$ cat src/rtl/itlb_pkg.sv
package itlb_pkg;

    localparam int N_ENT      = 4;
    localparam int IDX_W      = $clog2(N_ENT);
    localparam int VA_W       = 32;
    localparam int PAGE_SHIFT = 10;
    localparam int VPN_W      = VA_W - PAGE_SHIFT;
    localparam int PPN_W      = 22;
    localparam int PA_W       = PPN_W + PAGE_SHIFT;
    localparam int ASID_W     = 8;
    localparam int CTL_W      = 32;
    localparam int LRU_W      = 6;
    localparam int LRU_LSB    = CTL_W - LRU_W;

    typedef struct packed {
        logic              valid;
        logic [VPN_W-1:0]  vpn;
        logic [PPN_W-1:0]  ppn;
        logic [1:0]        size;
        logic [ASID_W-1:0] asid;
        logic              shared;
        logic [1:0]        prot;
    } tlb_ent_t;

    typedef enum logic [1:0] {
        RES_OK    = 2'd0,
        RES_MISS  = 2'd1,
        RES_MULTI = 2'd2,
        RES_VIOL  = 2'd3
    } res_t;

    localparam logic [1:0] UT_ENTRY = 2'd0;
    localparam logic [1:0] UT_MULTI = 2'd2;

    typedef enum logic { ST_IDLE = 1'b0, ST_WAIT = 1'b1 } fsm_t;

    // Byte-offset mask of a page for a given size code.
    function automatic logic [VA_W-1:0] page_mask(input logic [1:0] sz);
        int sh;
        case (sz)
            2'd0:    sh = 0;
            2'd1:    sh = 2;
            2'd2:    sh = 6;
            default: sh = 10;
        endcase
        return (VA_W'(1) << (PAGE_SHIFT + sh)) - VA_W'(1);
    endfunction

    // Replacement choice; c[5] corresponds to control bit 31, c[0] to bit 26.
    function automatic logic [IDX_W-1:0] lru_victim(input logic [LRU_W-1:0] c);
        if (c[5] && c[4] && c[3])
            return IDX_W'(0);
        else if (!c[5] && !c[2] && c[1])
            return IDX_W'(1);
        else if (!c[4] && !c[2] && c[0])
            return IDX_W'(2);
        else if (!c[3] && !c[1] && !c[0])
            return IDX_W'(3);
        else
            return IDX_W'(0);
    endfunction

    function automatic logic [LRU_W-1:0] lru_touch(input logic [LRU_W-1:0] c,
                                                   input logic [IDX_W-1:0] idx);
        logic [LRU_W-1:0] r;
        r = c;
        case (idx)
            2'd0: r[5:3] = 3'b000;
            2'd1: begin r[5] = 1'b1; r[2] = 1'b0; r[1] = 1'b0; end
            2'd2: begin r[4] = 1'b1; r[2] = 1'b1; r[0] = 1'b0; end
            default: begin r[3] = 1'b1; r[1] = 1'b1; r[0] = 1'b1; end
        endcase
        return r;
    endfunction

endpackage

$ cat src/rtl/itlb_cam.sv
module itlb_cam
    import itlb_pkg::*;
(
    input  tlb_ent_t [N_ENT-1:0] ents,
    input  logic [VA_W-1:0]      vaddr,
    input  logic                 use_asid,
    input  logic [ASID_W-1:0]    cur_asid,
    output logic                 hit_one,
    output logic                 hit_many,
    output logic [IDX_W-1:0]     hit_idx
);

    logic [N_ENT-1:0] hit_vec;

    for (genvar g = 0; g < N_ENT; g++) begin : g_cmp
        logic [VA_W-1:0] msk;
        logic            range_ok;
        logic            asid_ok;
        assign msk      = page_mask(ents[g].size);
        assign range_ok = (vaddr & ~msk) == ({ents[g].vpn, {PAGE_SHIFT{1'b0}}} & ~msk);
        assign asid_ok  = !use_asid || ents[g].shared || (ents[g].asid == cur_asid);
        assign hit_vec[g] = ents[g].valid && range_ok && asid_ok;
    end

    always_comb begin
        logic found;
        found   = 1'b0;
        hit_idx = '0;
        for (int i = 0; i < N_ENT; i++) begin
            if (hit_vec[i] && !found) begin
                hit_idx = IDX_W'(i);
                found   = 1'b1;
            end
        end
    end

    assign hit_many = $countones(hit_vec) > 1;
    assign hit_one  = $countones(hit_vec) == 1;

endmodule

$ cat src/rtl/itlb_lru.sv
module itlb_lru
    import itlb_pkg::*;
(
    input  logic [CTL_W-1:0] ctl_in,
    input  logic [IDX_W-1:0] touch_idx,
    output logic [IDX_W-1:0] victim,
    output logic [CTL_W-1:0] ctl_next
);

    logic [LRU_W-1:0] code;

    assign code     = ctl_in[CTL_W-1:LRU_LSB];
    assign victim   = lru_victim(code);
    assign ctl_next = {lru_touch(code, touch_idx), ctl_in[LRU_LSB-1:0]};

endmodule

$ cat src/rtl/itlb_xlate.sv
module itlb_xlate
    import itlb_pkg::*;
(
    input  tlb_ent_t         ent,
    input  logic [VA_W-1:0]  vaddr,
    output logic [PA_W-1:0]  paddr
);

    logic [VA_W-1:0] msk;

    assign msk   = page_mask(ent.size);
    assign paddr = ({ent.ppn, {PAGE_SHIFT{1'b0}}} & ~PA_W'(msk)) | PA_W'(vaddr & msk);

endmodule

$ cat src/rtl/itlb_refill.sv
module itlb_refill
    import itlb_pkg::*;
(
    input  logic              clk,
    input  logic              rst,
    input  logic              lk_valid,
    output logic              lk_ready,
    input  logic [31:0]       lk_vaddr,
    input  logic              lk_use_asid,
    input  logic              lk_update,
    input  logic              lk_priv,
    input  logic [7:0]        cur_asid,
    input  logic [31:0]       mmucr_i,
    output logic              ut_req,
    output logic [31:0]       ut_vaddr,
    output logic              ut_use_asid,
    input  logic              rf_valid,
    input  logic [1:0]        rf_status,
    input  logic [21:0]       rf_vpn,
    input  logic [21:0]       rf_ppn,
    input  logic [1:0]        rf_size,
    input  logic [7:0]        rf_asid,
    input  logic              rf_shared,
    input  logic [1:0]        rf_prot,
    output logic              res_valid,
    output logic [1:0]        res_status,
    output logic [1:0]        res_index,
    output logic [31:0]       res_paddr,
    output logic              mmucr_we,
    output logic [31:0]       mmucr_o
);

    fsm_t                  state_q, state_d;
    tlb_ent_t [N_ENT-1:0]  ent_q, ent_d;
    logic [VA_W-1:0]       lat_va_q, lat_va_d;
    logic                  lat_ua_q, lat_ua_d;
    logic                  lat_priv_q, lat_priv_d;
    logic                  utreq_q, utreq_d;
    logic                  res_v_q, res_v_d;
    res_t                  res_st_q, res_st_d;
    logic [IDX_W-1:0]      res_idx_q, res_idx_d;
    logic [PA_W-1:0]       res_pa_q, res_pa_d;
    logic                  we_q, we_d;
    logic [CTL_W-1:0]      ctl_q, ctl_d;

    logic                  hit_one, hit_many;
    logic [IDX_W-1:0]      hit_idx;
    logic [IDX_W-1:0]      victim;
    logic [IDX_W-1:0]      touch_idx;
    logic [CTL_W-1:0]      ctl_next;
    tlb_ent_t              rf_ent;
    tlb_ent_t              sel_ent;
    logic [VA_W-1:0]       sel_va;
    logic [PA_W-1:0]       sel_pa;
    logic                  waiting;

    assign waiting = (state_q == ST_WAIT);

    always_comb begin
        rf_ent        = '0;
        rf_ent.valid  = 1'b1;
        rf_ent.vpn    = rf_vpn;
        rf_ent.ppn    = rf_ppn;
        rf_ent.size   = rf_size;
        rf_ent.asid   = rf_asid;
        rf_ent.shared = rf_shared;
        rf_ent.prot   = rf_prot;
    end

    itlb_cam u_cam (
        .ents     (ent_q),
        .vaddr    (lk_vaddr),
        .use_asid (lk_use_asid),
        .cur_asid (cur_asid),
        .hit_one  (hit_one),
        .hit_many (hit_many),
        .hit_idx  (hit_idx)
    );

    assign touch_idx = waiting ? victim : hit_idx;

    itlb_lru u_lru (
        .ctl_in    (mmucr_i),
        .touch_idx (touch_idx),
        .victim    (victim),
        .ctl_next  (ctl_next)
    );

    assign sel_ent = waiting ? rf_ent : ent_q[hit_idx];
    assign sel_va  = waiting ? lat_va_q : lk_vaddr;

    itlb_xlate u_xlate (
        .ent   (sel_ent),
        .vaddr (sel_va),
        .paddr (sel_pa)
    );

    always_comb begin
        state_d    = state_q;
        ent_d      = ent_q;
        lat_va_d   = lat_va_q;
        lat_ua_d   = lat_ua_q;
        lat_priv_d = lat_priv_q;
        utreq_d    = 1'b0;
        res_v_d    = 1'b0;
        res_st_d   = res_st_q;
        res_idx_d  = res_idx_q;
        res_pa_d   = res_pa_q;
        we_d       = 1'b0;
        ctl_d      = ctl_q;
        case (state_q)
            ST_IDLE: begin
                if (lk_valid) begin
                    if (hit_many) begin
                        res_v_d   = 1'b1;
                        res_st_d  = RES_MULTI;
                        res_idx_d = '0;
                        res_pa_d  = '0;
                    end else if (hit_one) begin
                        res_v_d   = 1'b1;
                        res_st_d  = (lk_priv && !ent_q[hit_idx].prot[1]) ? RES_VIOL : RES_OK;
                        res_idx_d = hit_idx;
                        res_pa_d  = sel_pa;
                        we_d      = 1'b1;
                        ctl_d     = ctl_next;
                    end else if (lk_update) begin
                        state_d    = ST_WAIT;
                        utreq_d    = 1'b1;
                        lat_va_d   = lk_vaddr;
                        lat_ua_d   = lk_use_asid;
                        lat_priv_d = lk_priv;
                    end else begin
                        res_v_d   = 1'b1;
                        res_st_d  = RES_MISS;
                        res_idx_d = '0;
                        res_pa_d  = '0;
                    end
                end
            end
            default: begin
                if (rf_valid) begin
                    state_d = ST_IDLE;
                    res_v_d = 1'b1;
                    if (rf_status == UT_ENTRY) begin
                        ent_d[victim] = rf_ent;
                        res_st_d  = (lat_priv_q && !rf_prot[1]) ? RES_VIOL : RES_OK;
                        res_idx_d = victim;
                        res_pa_d  = sel_pa;
                        we_d      = 1'b1;
                        ctl_d     = ctl_next;
                    end else if (rf_status == UT_MULTI) begin
                        res_st_d  = RES_MULTI;
                        res_idx_d = '0;
                        res_pa_d  = '0;
                    end else begin
                        res_st_d  = RES_MISS;
                        res_idx_d = '0;
                        res_pa_d  = '0;
                    end
                end
            end
        endcase
    end

    always_ff @(posedge clk) begin
        if (rst) begin
            state_q    <= ST_IDLE;
            ent_q      <= '0;
            lat_va_q   <= '0;
            lat_ua_q   <= 1'b0;
            lat_priv_q <= 1'b0;
            utreq_q    <= 1'b0;
            res_v_q    <= 1'b0;
            res_st_q   <= RES_OK;
            res_idx_q  <= '0;
            res_pa_q   <= '0;
            we_q       <= 1'b0;
            ctl_q      <= '0;
        end else begin
            state_q    <= state_d;
            ent_q      <= ent_d;
            lat_va_q   <= lat_va_d;
            lat_ua_q   <= lat_ua_d;
            lat_priv_q <= lat_priv_d;
            utreq_q    <= utreq_d;
            res_v_q    <= res_v_d;
            res_st_q   <= res_st_d;
            res_idx_q  <= res_idx_d;
            res_pa_q   <= res_pa_d;
            we_q       <= we_d;
            ctl_q      <= ctl_d;
        end
    end

    assign lk_ready    = !waiting;
    assign ut_req      = utreq_q;
    assign ut_vaddr    = lat_va_q;
    assign ut_use_asid = lat_ua_q;
    assign res_valid   = res_v_q;
    assign res_status  = res_st_q;
    assign res_index   = res_idx_q;
    assign res_paddr   = res_pa_q;
    assign mmucr_we    = we_q;
    assign mmucr_o     = ctl_q;

endmodule

$ cat config.mk
export PLATFORM = sky130hd
export DESIGN_NAME = itlb_refill
export DESIGN_NICKNAME = d
export VERILOG_FILES = /design/src/rtl/itlb_pkg.sv /design/src/rtl/itlb_cam.sv /design/src/rtl/itlb_lru.sv /design/src/rtl/itlb_xlate.sv /design/src/rtl/itlb_refill.sv
export SDC_FILE = /design/constraint.sdc
export NUM_CORES = 1
export LEC_CHECK = 0
export ABC_AREA = 1
export BUFFER_PORTS_ARGS = -buffer_cell sky130_fd_sc_hd__buf_2
export CORE_UTILIZATION = 58
export DETAILED_ROUTE_END_ITERATION = 12
export HOLD_SLACK_MARGIN = 0.1
export PLACE_DENSITY = 0.87
export SKIP_CTS_REPAIR_TIMING = 1
export SLEW_MARGIN = 20
export SYNTH_ARGS = -nofsm -noshare
export SYNTH_HDL_FRONTEND = slang
export SYNTH_SLANG_ARGS = --single-unit
$ cat constraint.sdc
create_clock -name clk -period 6.54 [get_ports clk]
set_input_delay 0.981 -clock clk [delete_from_list [all_inputs] [get_ports clk]]
set_output_delay 0.981 -clock clk [all_outputs]
set_load 0.1 [all_outputs]
==> results.yml <==
outcome:
  status: "finished clean"
die:
  die_y_microns: 169.2
  dieArea_sq_um: 28640
  core_area_sq_um: 27180
  start_util: 0.5970
  rows: 60
  pin_count: 243
  dieWidth_microns: 169.2
sta:
  worst_pin_slew_ns: 0.9876
  setup_ws_ns: 0.6350
  maxSlewViolCount: 0
  setup_viol: 0
  whs_ns: 0.4570
  fmax_mhz: 169.3
  period_share: 0.9029
  setup_tns_ns: 0
  rsz0062_at_grt: "false"
  fin_skew_ns: 0.02022
  slew_headroom: 0.3416
  period_needed_ns: 5.905
  hold_viol: 0
setup_path:
  worstPathArrival_ns: 6.27
  startpoint: "ent_q[69]$_SDFFE_PP0P_"
  crit_type: "reg -> reg"
  end_kind: "flop"
  endpoint: "res_paddr[26]$_SDFFE_PP0P_"
  rrSetupSlack_ns: 0.63
  worstRegToRegCells: 28
  rr_startpoint: "ent_q[69]$_SDFFE_PP0P_"
  crit_fanout: 47
  r2r-end: "res_paddr[26]$_SDFFE_PP0P_"
  cp_slowest_stage_delay_ns: 0.57
  worstPathRequired_ns: 6.90
  slowest_stage: "o21ai_1"
  setup.worst_path.start_class: "flop"
global_route:
  antenna_found_initial: 5
  grt_max_degree: 112
  first_global_vias: 15730
  grt_pass1_wl_microns: 79590
  track_usage: 0.3459
  overflow: 0
synth:
  synth_compound_area_frac: 0.1984
  synthCells: 2321
  synth_cell_types: 55
  ys_async_sr_fraction: 0
  synth_top_family_by_area: "simple AND/OR/NAND/NOR gates"
  synth_nets: 2507
  avgSynthCellArea_sq_um: 6.990
  synth.cell_area_sq_um: 16220
  synth-adder-area-share: 0.03748
  synth.area.mux_share: 0
  synth_xor_xnor_area_share: 0.03185
  ys.flop_type: "dfxtp_1"
  synth_seq_area_share: 0.4122
  synth_seq_cells: 334
  synth.yosys.warnings: 0
  synth_edf_count: 0
  synth-simple-area-share: 0.2431
cells_and_area:
  fillers: 2272
  num-nets-final: 2664
  fin_cells: 2883
  seqCellArea_sq_um: 6686
  post-route-cell-area_sq_um: 18750
  area_growth_pct: 15.56
  post-route-util: 0.6899
  final_common_cell: "nor2_1"
  layout_common_cells: "465 x nor2_1, 335 x o21ai_0, 334 x dfxtp_1"
  drive_gt1_frac: 0.1462
  multi_input_area_sq_um: 8320
job:
  cap_violations: 0
routing:
  dr.pass1.iters: 6
  drt_iter0_drc: 1892
  ant_nets: 0
  wl_per_cell_microns: 17.64
  drt-total-wl_microns: 50860
  wl_met1_microns: 19890
  drt-vias-per-instance: 5.812
  vias: 16760
  routed.top_layer: "met5"
  wl_met3_microns: 5384
  dr_wl_met2_microns: 23550
  drc: 0
clock_tree:
  clock_latency_ns: 0.53
  cts_buffers: 37
  clock_sinks: 334
  cts_root_buf: "clkbuf_16"
  cts_tree: "done"
  clock_tree.buffer_depth: 3
  htree_num_levels: 2
  clkTransAtPathRegs_ns: 0.06
power_and_ir_drop:
  power.switching_mw: 1.289
  pwr-share-seq: 0.436
  p_int_mw: 3.505
  powerDensity_nw_per_um2: 255.7
  finalPower_mw: 4.794
  clkPwrFrac: 0.450
  swShare: 0.2688
  irDropWorstVdd_uv: 209.6
  combPwrFrac: 0.115
  power_leakage_nw: 8.406
place:
  placed_cells: 2811
  pre_cts_ws_ns: 0.9658
  dp_hpwl_microns: 33220
  io_buffers: 241
  gp_congestion: 0.9385
  dpl-instance-area_sq_um: 17470
min_path:
  hold_class: "reg -> reg"
==> final cells by class <==
class,instances,share of cell area
tap,372,0.02483
antenna,7,0.0009343
multi-input combinational,1673,0.4438
clock buffer,56,0.06026
timing repair buffer,259,0.07154
clock inverter,9,0.006941
sequential,334,0.3566
inverter,173,0.03504
==> cells in the mapped netlist, types with 11 or more instances <==
cell type | count | area, sq um
ha_1 | 47 | 588.1
inv_2 | 22 | 82.58
a221oi_1 | 14 | 122.6
inv_1 | 149 | 559.3
nor2_1 | 468 | 1757
nand2_1 | 327 | 1227
dfxtp_1 | 334 | 6686
clkbuf_1 | 112 | 420.4
xor2_1 | 23 | 201.4
xnor2_1 | 36 | 315.3
a21oi_1 | 174 | 870.8
o21ai_1 | 18 | 90.09
buf_2 | 15 | 75.07
o211ai_1 | 11 | 82.58
nand3b_1 | 12 | 90.09
nand3_1 | 122 | 610.6
o21ai_0 | 335 | 1677
==> layer usage <==
metal  vias up  global-route usage
li1       7924                   -
met2       902              0.5747
met4         2              0.1512
met1      7763              0.4400
met5         -                   0
met3       164             0.06180
==> power by group through the flow <==
| stage | registers (mW) | logic, mW | clock network, mW |
|---|---|---|---|
| detailed placement | 2.13 | 0.535 | 0 |
| CTS | 2.09 | 0.540 | 2.16 |
| global placement | 2.13 | 0.527 | 0 |
| floorplan | 2.31 | 0.203 | 0 |
| global route | 2.09 | 0.582 | 2.24 |
| finish | 2.09 | 0.549 | 2.16 |
==> logic make-up after synthesis <==
group | Yosys count
xor+xnor | 59
simple gates | 966
flops | 334
other cells | 1
compound gates | 599
buf+inv | 314
fa+ha+maj | 48
==> flip-flops by register name (all words and copies together), names as in the netlist <==
name	flops
mmucr_o	32
ut_use_asid	1
mmucr_we	1
lat_priv_q	1
res_valid	1
ent_q	228
state_q	1
res_paddr	32
ut_vaddr	32
res_status	2
res_index	2
ut_req	1
==> critical path: cells and delay by family (launching register included) <==
kind | cells | cell delay [ns]
flops | 1 | 0.33
fa+ha+maj | 5 | 1.30
simple gates | 7 | 1.13
compound gates | 9 | 1.91
buf+inv | 7 | 1.02
==> how the worst min path moves through the flow <==
stage                                     from                         end  slack, ns  cells after the start
finish                 ent_q[148]$_SDFFE_PP0P_     ent_q[148]$_SDFFE_PP0P_       0.46                      2
global route        res_paddr[27]$_SDFFE_PP0P_  res_paddr[27]$_SDFFE_PP0P_       0.48                      2
CTS                    ent_q[148]$_SDFFE_PP0P_     ent_q[148]$_SDFFE_PP0P_       0.46                      2
detailed placement     ent_q[150]$_SDFFE_PP0P_     ent_q[150]$_SDFFE_PP0P_       0.45                      2
global placement       ent_q[117]$_SDFFE_PP0P_     ent_q[117]$_SDFFE_PP0P_       0.44                      2
floorplan              ent_q[140]$_SDFFE_PP0P_     ent_q[140]$_SDFFE_PP0P_       0.43                      2
(Power assumes the default switching activity.)
